--- src/rtl/flyby_dma_pkg.sv ---
package flyby_dma_pkg;

    // Release policy loaded through the programming port (cfg_wdata[1:0])
    typedef enum logic [1:0] {
        XM_SINGLE = 2'd0,
        XM_BLOCK  = 2'd1,
        XM_DEMAND = 2'd2,
        XM_STEAL  = 2'd3
    } xfer_mode_e;

    // Channel sequencer states
    typedef enum logic [1:0] {
        SQ_IDLE    = 2'd0,
        SQ_ARB     = 2'd1,
        SQ_MOVE    = 2'd2,
        SQ_RELEASE = 2'd3
    } seq_state_e;

    // Programming register selector values
    localparam logic [1:0] SEL_ADDR  = 2'd0;
    localparam logic [1:0] SEL_COUNT = 2'd1;
    localparam logic [1:0] SEL_MODE  = 2'd2;

endpackage

--- src/rtl/dma_prog_regs.sv ---
module dma_prog_regs
    import flyby_dma_pkg::*;
#(
    parameter int ADDR_W = 16,
    parameter int CNT_W  = 16,
    parameter int PROG_W = 16,
    parameter bit IRQ_EN = 1'b1
) (
    input  logic              clk,
    input  logic              rst_n,
    input  logic              cfg_we,
    input  logic [1:0]        cfg_sel,
    input  logic [PROG_W-1:0] cfg_wdata,
    input  logic              busy,
    input  logic              step,
    output logic [ADDR_W-1:0] addr_o,
    output logic              cnt_zero_o,
    output logic              cnt_one_o,
    output xfer_mode_e        mode_o,
    output logic              done_o,
    output logic              irq_o
);

    localparam logic [CNT_W-1:0] CNT_ONE = CNT_W'(1);

    typedef struct packed {
        logic [ADDR_W-1:0] addr;
        logic [CNT_W-1:0]  cnt;
        xfer_mode_e        mode;
        logic              done;
        logic              irq;
    } regs_t;

    regs_t r_d, r_q;

    always_comb begin
        r_d     = r_q;
        r_d.irq = 1'b0;
        if (cfg_we && !busy) begin
            r_d.done = 1'b0;
            unique case (cfg_sel)
                SEL_ADDR:  r_d.addr = cfg_wdata[ADDR_W-1:0];
                SEL_COUNT: r_d.cnt  = cfg_wdata[CNT_W-1:0];
                SEL_MODE:  r_d.mode = xfer_mode_e'(cfg_wdata[1:0]);
                default:   ;
            endcase
        end
        if (step) begin
            r_d.addr = r_q.addr + ADDR_W'(1);
            r_d.cnt  = r_q.cnt - CNT_ONE;
            if (r_q.cnt == CNT_ONE) begin
                r_d.done = 1'b1;
                r_d.irq  = IRQ_EN;
            end
        end
    end

    always_ff @(posedge clk or negedge rst_n) begin
        if (!rst_n) begin
            r_q <= '0;
        end else begin
            r_q <= r_d;
        end
    end

    assign addr_o     = r_q.addr;
    assign cnt_zero_o = (r_q.cnt == '0);
    assign cnt_one_o  = (r_q.cnt == CNT_ONE);
    assign mode_o     = r_q.mode;
    assign done_o     = r_q.done;

    generate
        if (IRQ_EN) begin : g_irq
            assign irq_o = r_q.irq;
        end else begin : g_no_irq
            assign irq_o = 1'b0;
        end
    endgenerate


    addr_step_chk: assert property (@(posedge clk) disable iff (!rst_n)
        step |=> (addr_o == $past(addr_o) + ADDR_W'(1)));


    irq_with_done_chk: assert property (@(posedge clk) disable iff (!rst_n)
        irq_o |-> done_o);


    irq_single_pulse_chk: assert property (@(posedge clk) disable iff (!rst_n)
        irq_o |=> !irq_o);


    mode_frozen_chk: assert property (@(posedge clk) disable iff (!rst_n)
        busy |=> $stable(mode_o));

endmodule

--- src/rtl/dma_seq.sv ---
module dma_seq
    import flyby_dma_pkg::*;
(
    input  logic       clk,
    input  logic       rst_n,
    input  logic       periph_req,
    input  logic       hold_ack,
    input  xfer_mode_e mode,
    input  logic       cnt_zero,
    input  logic       cnt_one,
    output logic       hold_req,
    output logic       word_cycle,
    output logic       busy
);

    typedef struct packed {
        seq_state_e state;
    } seq_t;

    seq_t s_d, s_q;

    always_comb begin
        s_d = s_q;
        unique case (s_q.state)
            SQ_IDLE: begin
                if (periph_req && !cnt_zero) s_d.state = SQ_ARB;
            end
            SQ_ARB: begin
                if (hold_ack) s_d.state = SQ_MOVE;
            end
            SQ_MOVE: begin
                if (cnt_one) begin
                    s_d.state = SQ_RELEASE;
                end else begin
                    unique case (mode)
                        XM_BLOCK:  s_d.state = SQ_MOVE;
                        XM_DEMAND: s_d.state = periph_req ? SQ_MOVE : SQ_RELEASE;
                        default:   s_d.state = SQ_RELEASE;
                    endcase
                end
            end
            SQ_RELEASE: begin
                if (!hold_ack) begin
                    if (mode == XM_STEAL && !cnt_zero) s_d.state = SQ_ARB;
                    else                               s_d.state = SQ_IDLE;
                end
            end
            default: s_d.state = SQ_IDLE;
        endcase
    end

    always_ff @(posedge clk or negedge rst_n) begin
        if (!rst_n) begin
            s_q <= '{state: SQ_IDLE};
        end else begin
            s_q <= s_d;
        end
    end

    assign hold_req   = (s_q.state == SQ_ARB) || (s_q.state == SQ_MOVE);
    assign word_cycle = (s_q.state == SQ_MOVE);
    assign busy       = (s_q.state != SQ_IDLE);


    grant_before_word_chk: assert property (@(posedge clk) disable iff (!rst_n)
        word_cycle |-> hold_ack);


    release_after_last_chk: assert property (@(posedge clk) disable iff (!rst_n)
        (word_cycle && cnt_one) |=> !hold_req);


    wait_ack_low_chk: assert property (@(posedge clk) disable iff (!rst_n)
        (s_q.state == SQ_RELEASE && hold_ack) |=> (!word_cycle && !hold_req));


    zero_count_idle_chk: assert property (@(posedge clk) disable iff (!rst_n)
        (!busy && cnt_zero) |=> !hold_req);

endmodule

--- src/rtl/dma_bus_drv.sv ---
module dma_bus_drv #(
    parameter int ADDR_W = 16
) (
    input  logic              word_cycle,
    input  logic [ADDR_W-1:0] addr_in,
    output logic [ADDR_W-1:0] mem_addr,
    output logic              mem_wr,
    output logic              periph_ack,
    output logic              bus_oe
);

    always_comb begin
        bus_oe     = word_cycle;
        mem_wr     = word_cycle;
        periph_ack = word_cycle;
        mem_addr   = word_cycle ? addr_in : '0;
    end

endmodule

--- src/rtl/flyby_dma_chan.sv ---
module flyby_dma_chan
    import flyby_dma_pkg::*;
#(
    parameter int ADDR_W = 16,
    parameter int CNT_W  = 16,
    parameter bit IRQ_EN = 1'b1,
    localparam int PROG_W = (ADDR_W > CNT_W) ? ADDR_W : CNT_W
) (
    input  logic              clk,
    input  logic              rst_n,
    input  logic              cfg_we,
    input  logic [1:0]        cfg_sel,
    input  logic [PROG_W-1:0] cfg_wdata,
    input  logic              periph_req,
    output logic              periph_ack,
    output logic              hold_req,
    input  logic              hold_ack,
    output logic [ADDR_W-1:0] mem_addr,
    output logic              mem_wr,
    output logic              bus_oe,
    output logic              done,
    output logic              irq
);

    logic              busy;
    logic              word_cycle;
    logic              cnt_zero;
    logic              cnt_one;
    logic [ADDR_W-1:0] cur_addr;
    xfer_mode_e        mode;

    dma_prog_regs #(
        .ADDR_W (ADDR_W),
        .CNT_W  (CNT_W),
        .PROG_W (PROG_W),
        .IRQ_EN (IRQ_EN)
    ) u_regs (
        .clk        (clk),
        .rst_n      (rst_n),
        .cfg_we     (cfg_we),
        .cfg_sel    (cfg_sel),
        .cfg_wdata  (cfg_wdata),
        .busy       (busy),
        .step       (word_cycle),
        .addr_o     (cur_addr),
        .cnt_zero_o (cnt_zero),
        .cnt_one_o  (cnt_one),
        .mode_o     (mode),
        .done_o     (done),
        .irq_o      (irq)
    );

    dma_seq u_seq (
        .clk        (clk),
        .rst_n      (rst_n),
        .periph_req (periph_req),
        .hold_ack   (hold_ack),
        .mode       (mode),
        .cnt_zero   (cnt_zero),
        .cnt_one    (cnt_one),
        .hold_req   (hold_req),
        .word_cycle (word_cycle),
        .busy       (busy)
    );

    dma_bus_drv #(
        .ADDR_W (ADDR_W)
    ) u_drv (
        .word_cycle (word_cycle),
        .addr_in    (cur_addr),
        .mem_addr   (mem_addr),
        .mem_wr     (mem_wr),
        .periph_ack (periph_ack),
        .bus_oe     (bus_oe)
    );

endmodule

--- config.mk ---
export PLATFORM = sky130hd
export DESIGN_NAME = flyby_dma_chan
export DESIGN_NICKNAME = d
export VERILOG_FILES = /design/src/rtl/flyby_dma_pkg.sv /design/src/rtl/dma_prog_regs.sv /design/src/rtl/dma_seq.sv /design/src/rtl/dma_bus_drv.sv /design/src/rtl/flyby_dma_chan.sv
export SDC_FILE = /design/constraint.sdc
export NUM_CORES = 1
export LEC_CHECK = 0
export BUFFER_PORTS_ARGS = -buffer_cell sky130_fd_sc_hd__buf_4
export CORE_MARGIN = 10
export CORE_UTILIZATION = 56
export CTS_CLUSTER_DIAMETER = 80
export CTS_CLUSTER_SIZE = 8
export DETAILED_ROUTE_END_ITERATION = 8
export PLACE_DENSITY = 0.91
export REMOVE_ABC_BUFFERS = 1
export SLEW_MARGIN = 10
export SYNTH_ARGS = -nofsm -noshare
export SYNTH_HDL_FRONTEND = slang
export SYNTH_SLANG_ARGS = --single-unit
--- constraint.sdc ---
create_clock -name clk -period 2.48 [get_ports clk]
set_input_delay 0.372 -clock clk [delete_from_list [all_inputs] [get_ports clk]]
set_output_delay 0.372 -clock clk [all_outputs]
set_load 0.05 [all_outputs]
==> key figures <==
Clock network
  – Reg clk slew, reported paths: around 0.07 ns
  – CTS max path bufs: 2
  – Clock root buffer: clkbuf_8
  – H-Tree Depth: 2
  – CTS resizes: 0
  – Cts bufs inserted: 5
  – Setup Fix Bufs, Post-CTS: 0
  – Clk_lat worst skew: between 0.2 and 0.3 ns
  – CTS tree: done
  – Sink Count: 38
  – Post-CTS Hold Buffers: 0

Global routing
  – Global-route usage over all layers: a little under a fifth
  – Largest net degree at the start of global routing: 39
  – Vias in the first global route: between 2000 and 3000
  – Total gr overflow: 0
  – First-pass GRT wire length: roughly 12 mm
  – Antenna violations before repair: 0

Critical path
  – Delay-heaviest family, CP: buffers and inverters
  – CP max stage cell: dfrtp_1
  – WP data required: 2.11 ns
  – Cell mode on critical path: buf_4
  – Worst EP arrival: approximately 1.9 ns
  – Crit path max fanout: 31
  – Crit. End Element: output pin
  – Worst r2r src: u_seq.s_q[0]$_DFFE_PN0P_
  – R2R Setup Slk: ~0.34 ns
  – Crit-path cells: inv_1 > ha_1 > buf_4 > and2_1 > buf_4
  – Critical path origin: u_seq.s_q[0]$_DFFE_PN0P_
  – Startpoint Class: register
  – Crit path to: mem_addr[10]
  – Worst path depth: 5
  – CP max stage delay: between 0.4 and 0.5 ns
  – R2R depth: 6
  – Worst Path Buf+Inv: 3
  – Critical R2R Capture: u_regs.r_q[18]$_DFFE_PN0P_
  – Worst setup path class: reg -> out

Yosys
  – Ys Warns: 0
  – Yosys top cell area share: between 30 and 40%
  – Seq/Total Area, Yosys: between 30 and 40%
  – Ys flop type: dfrtp_1
  – Post-synthesis async set-or-reset flop share: 100.0%
  – Synthesized instance count: between 200 and 300
  – Commonest cells in the netlist: dfrtp_1, nand2_1, nand3_1, and2_1, a21oi_1
  – Post-synth EDFFs: 0
  – Synth Cell Area: 2623 sq um
  – #FFs+latches synth: 38
  – Cell taking the most area after synthesis: dfrtp_1
  – Post-synth cell types: a little over 60
  – Most common cell in the netlist: dfrtp_1
  – Syn Area/Cell: slightly below 9 sq um
  – Dominant cells by area after synthesis: dfrtp_1, and2_1, ha_1, nand3_1, nand2_1

Pwr
  – Psw: about 1.5 mW
  – Pwr/cell area: approximately 1000 nW/um^2
  – Power Internal: 1.704 mW
  – Clock power frac: between 10% and 20%
  – Net Sw Frac: a little under half
  – Seq pwr share: around a third
  – Static leakage: 1.350 nW
  – Tot Pwr: 3.188 mW
  – Logic pwr share: roughly 53%
  – VDD IR max: around 0.63 mV

Timing
  – Min Hold Slack: about 0.049 ns
  – Worst Tran Pin Value: ~0.60 ns
  – # setup viols final: 0
  – Min cycle time layout: between 2 and 2.5 ns
  – Clock Skew: about 0.0095 ns
  – Fin. max-slew vios: 0
  – Slew HR: between 50 and 60%
  – RSZ-0062 raised after global routing: no
  – Hold Fails Final Rpt: 0
  – Final worst slack: 0.2601 ns
  – Max Clk Rate: 450.5 MHz
  – Total Neg Setup Slack: 0 ns
  – Tcrit/Tclk final: 89.51%

Finish
  – Non-filler instance count after layout: between 300 and 400
  – P&R area growth vs syn: 18.08%
  – N_diodes: 0
  – Share of layout cells above drive strength 1: approximately 22%
  – Nets: 367
  – Final core utilization: around 70%
  – Fin area: a little over 3000 sq um

Route
  – TritonRoute pass-1 iters: 5
  – Via Count: about 2600
  – Wirelength, routed: 7.238 mm
  – Initial DRC Count: between 200 and 300
  – Antenna-violating nets left: 0
  – DR vias/cell: between 6 and 7
  – DRC Markers: 0
  – Wirelength per Cell: 18.75 um

Placement
  – DP Worst Slack: roughly 0.37 ns
  – RePlAce Congestion: 0.9399
  – Input/output buffers: 44
  – Post-DP HPWL: around 5.3 mm
  – Area post-placement: roughly 3000 sq um
  – Post-Place Cells: 380

Floorplanning
  – Die Y: 88.43 um
  – Die area: between 7000 and 8000 sq um
  – Core footprint: 4444 sq um
  – IO Pins: 45
  – FP Rows: 24
  – Initial Util: a little under 60%
  – Die width: around 88 um

Min path
  – Hold Crit Class: in -> async

Status
  – Status: finished, final reports clean

Run
  – MaxCap Viol Count: 0
## power by group through the flow
stage / Clock, mW / Sequential, mW / Combinational [mW]
2_1_floorplan: 0 / 1.01 / 1.21
3_3_place_gp: 0 / 1.05 / 1.65
3_5_place_dp: 0 / 1.07 / 1.69
4_1_cts: 0.433 / 1.06 / 1.69
5_1_grt: 0.458 / 1.10 / 1.87
6_report: 0.421 / 1.07 / 1.70
## state kept, by name, summed over array words and instances, names as in the netlist
signal         count
u_regs.irq_o       1
u_seq.s_q          2
u_regs.r_q        16
u_regs.mode_o      2
u_regs.done_o      1
u_regs.addr_o     16
## worst min-delay path by stage
stage	end	from	depth (start not counted)	slack, ns
after global routing	u_regs.addr_o[13]$_DFFE_PN0P_	rst_n	1	0.08
after detailed placement	u_regs.r_q[17]$_DFFE_PN0P_	rst_n	1	0.37
after CTS	u_regs.addr_o[14]$_DFFE_PN0P_	rst_n	1	0.06
after global placement	u_regs.r_q[17]$_DFFE_PN0P_	rst_n	1	0.37
after floorplan	u_regs.addr_o[0]$_DFFE_PN0P_	rst_n	0	0.08
final	u_regs.r_q[17]$_DFFE_PN0P_	rst_n	1	0.05
## cell families after synthesis
kind of cell	share of synthesized area [%]
compound gates	24.95
xor+xnor	0.3340
fa+ha+maj	4.294
buf+inv	4.532
flops	36.26
mux	2.863
simple gates	26.77
## final cells by class
type	count	area [sq um]
Tap cell	52	65.06
Multi-Input combinational cell	228	1559
Fill cell	356	1348
Sequential cell	38	950.9
Clock buffer	6	82.58
Timing Repair Buffer	55	412.9
Inverter	7	26.28
## worst reg2reg max path, stage by stage (launching register included)
cell,delay [ns]
dfrtp_1,0.42
inv_1,0.12
ha_1,0.33
and3b_1,0.49
nand2_1,0.31
o311ai_0,0.19
o211ai_1,0.15
## per-layer routing
metal	part of all wire, %	vias up	global-route usage [%]
met5	0	-	0
met4	2.0	0	6.755
met3	8.3	18	5.515
met2	49	121	30.74
met1	41	1242	23.10
li1	-	1209	-
## cell usage in the layout, fill, tap and decap left out, types with 7 or more instances in the layout
cell type	synthesis	layout
buf_4	2	55
dfrtp_1	38	38
nand2_1	25	25
nand3_1	19	19
and2_1	18	18
a21oi_1	16	16
o21ai_0	15	15
nor2_1	9	9
ha_1	9	9
nand4_1	8	8
inv_1	7	7
a31oi_1	7	7
a211oi_1	7	7
Power figures use the tool's default switching activity.
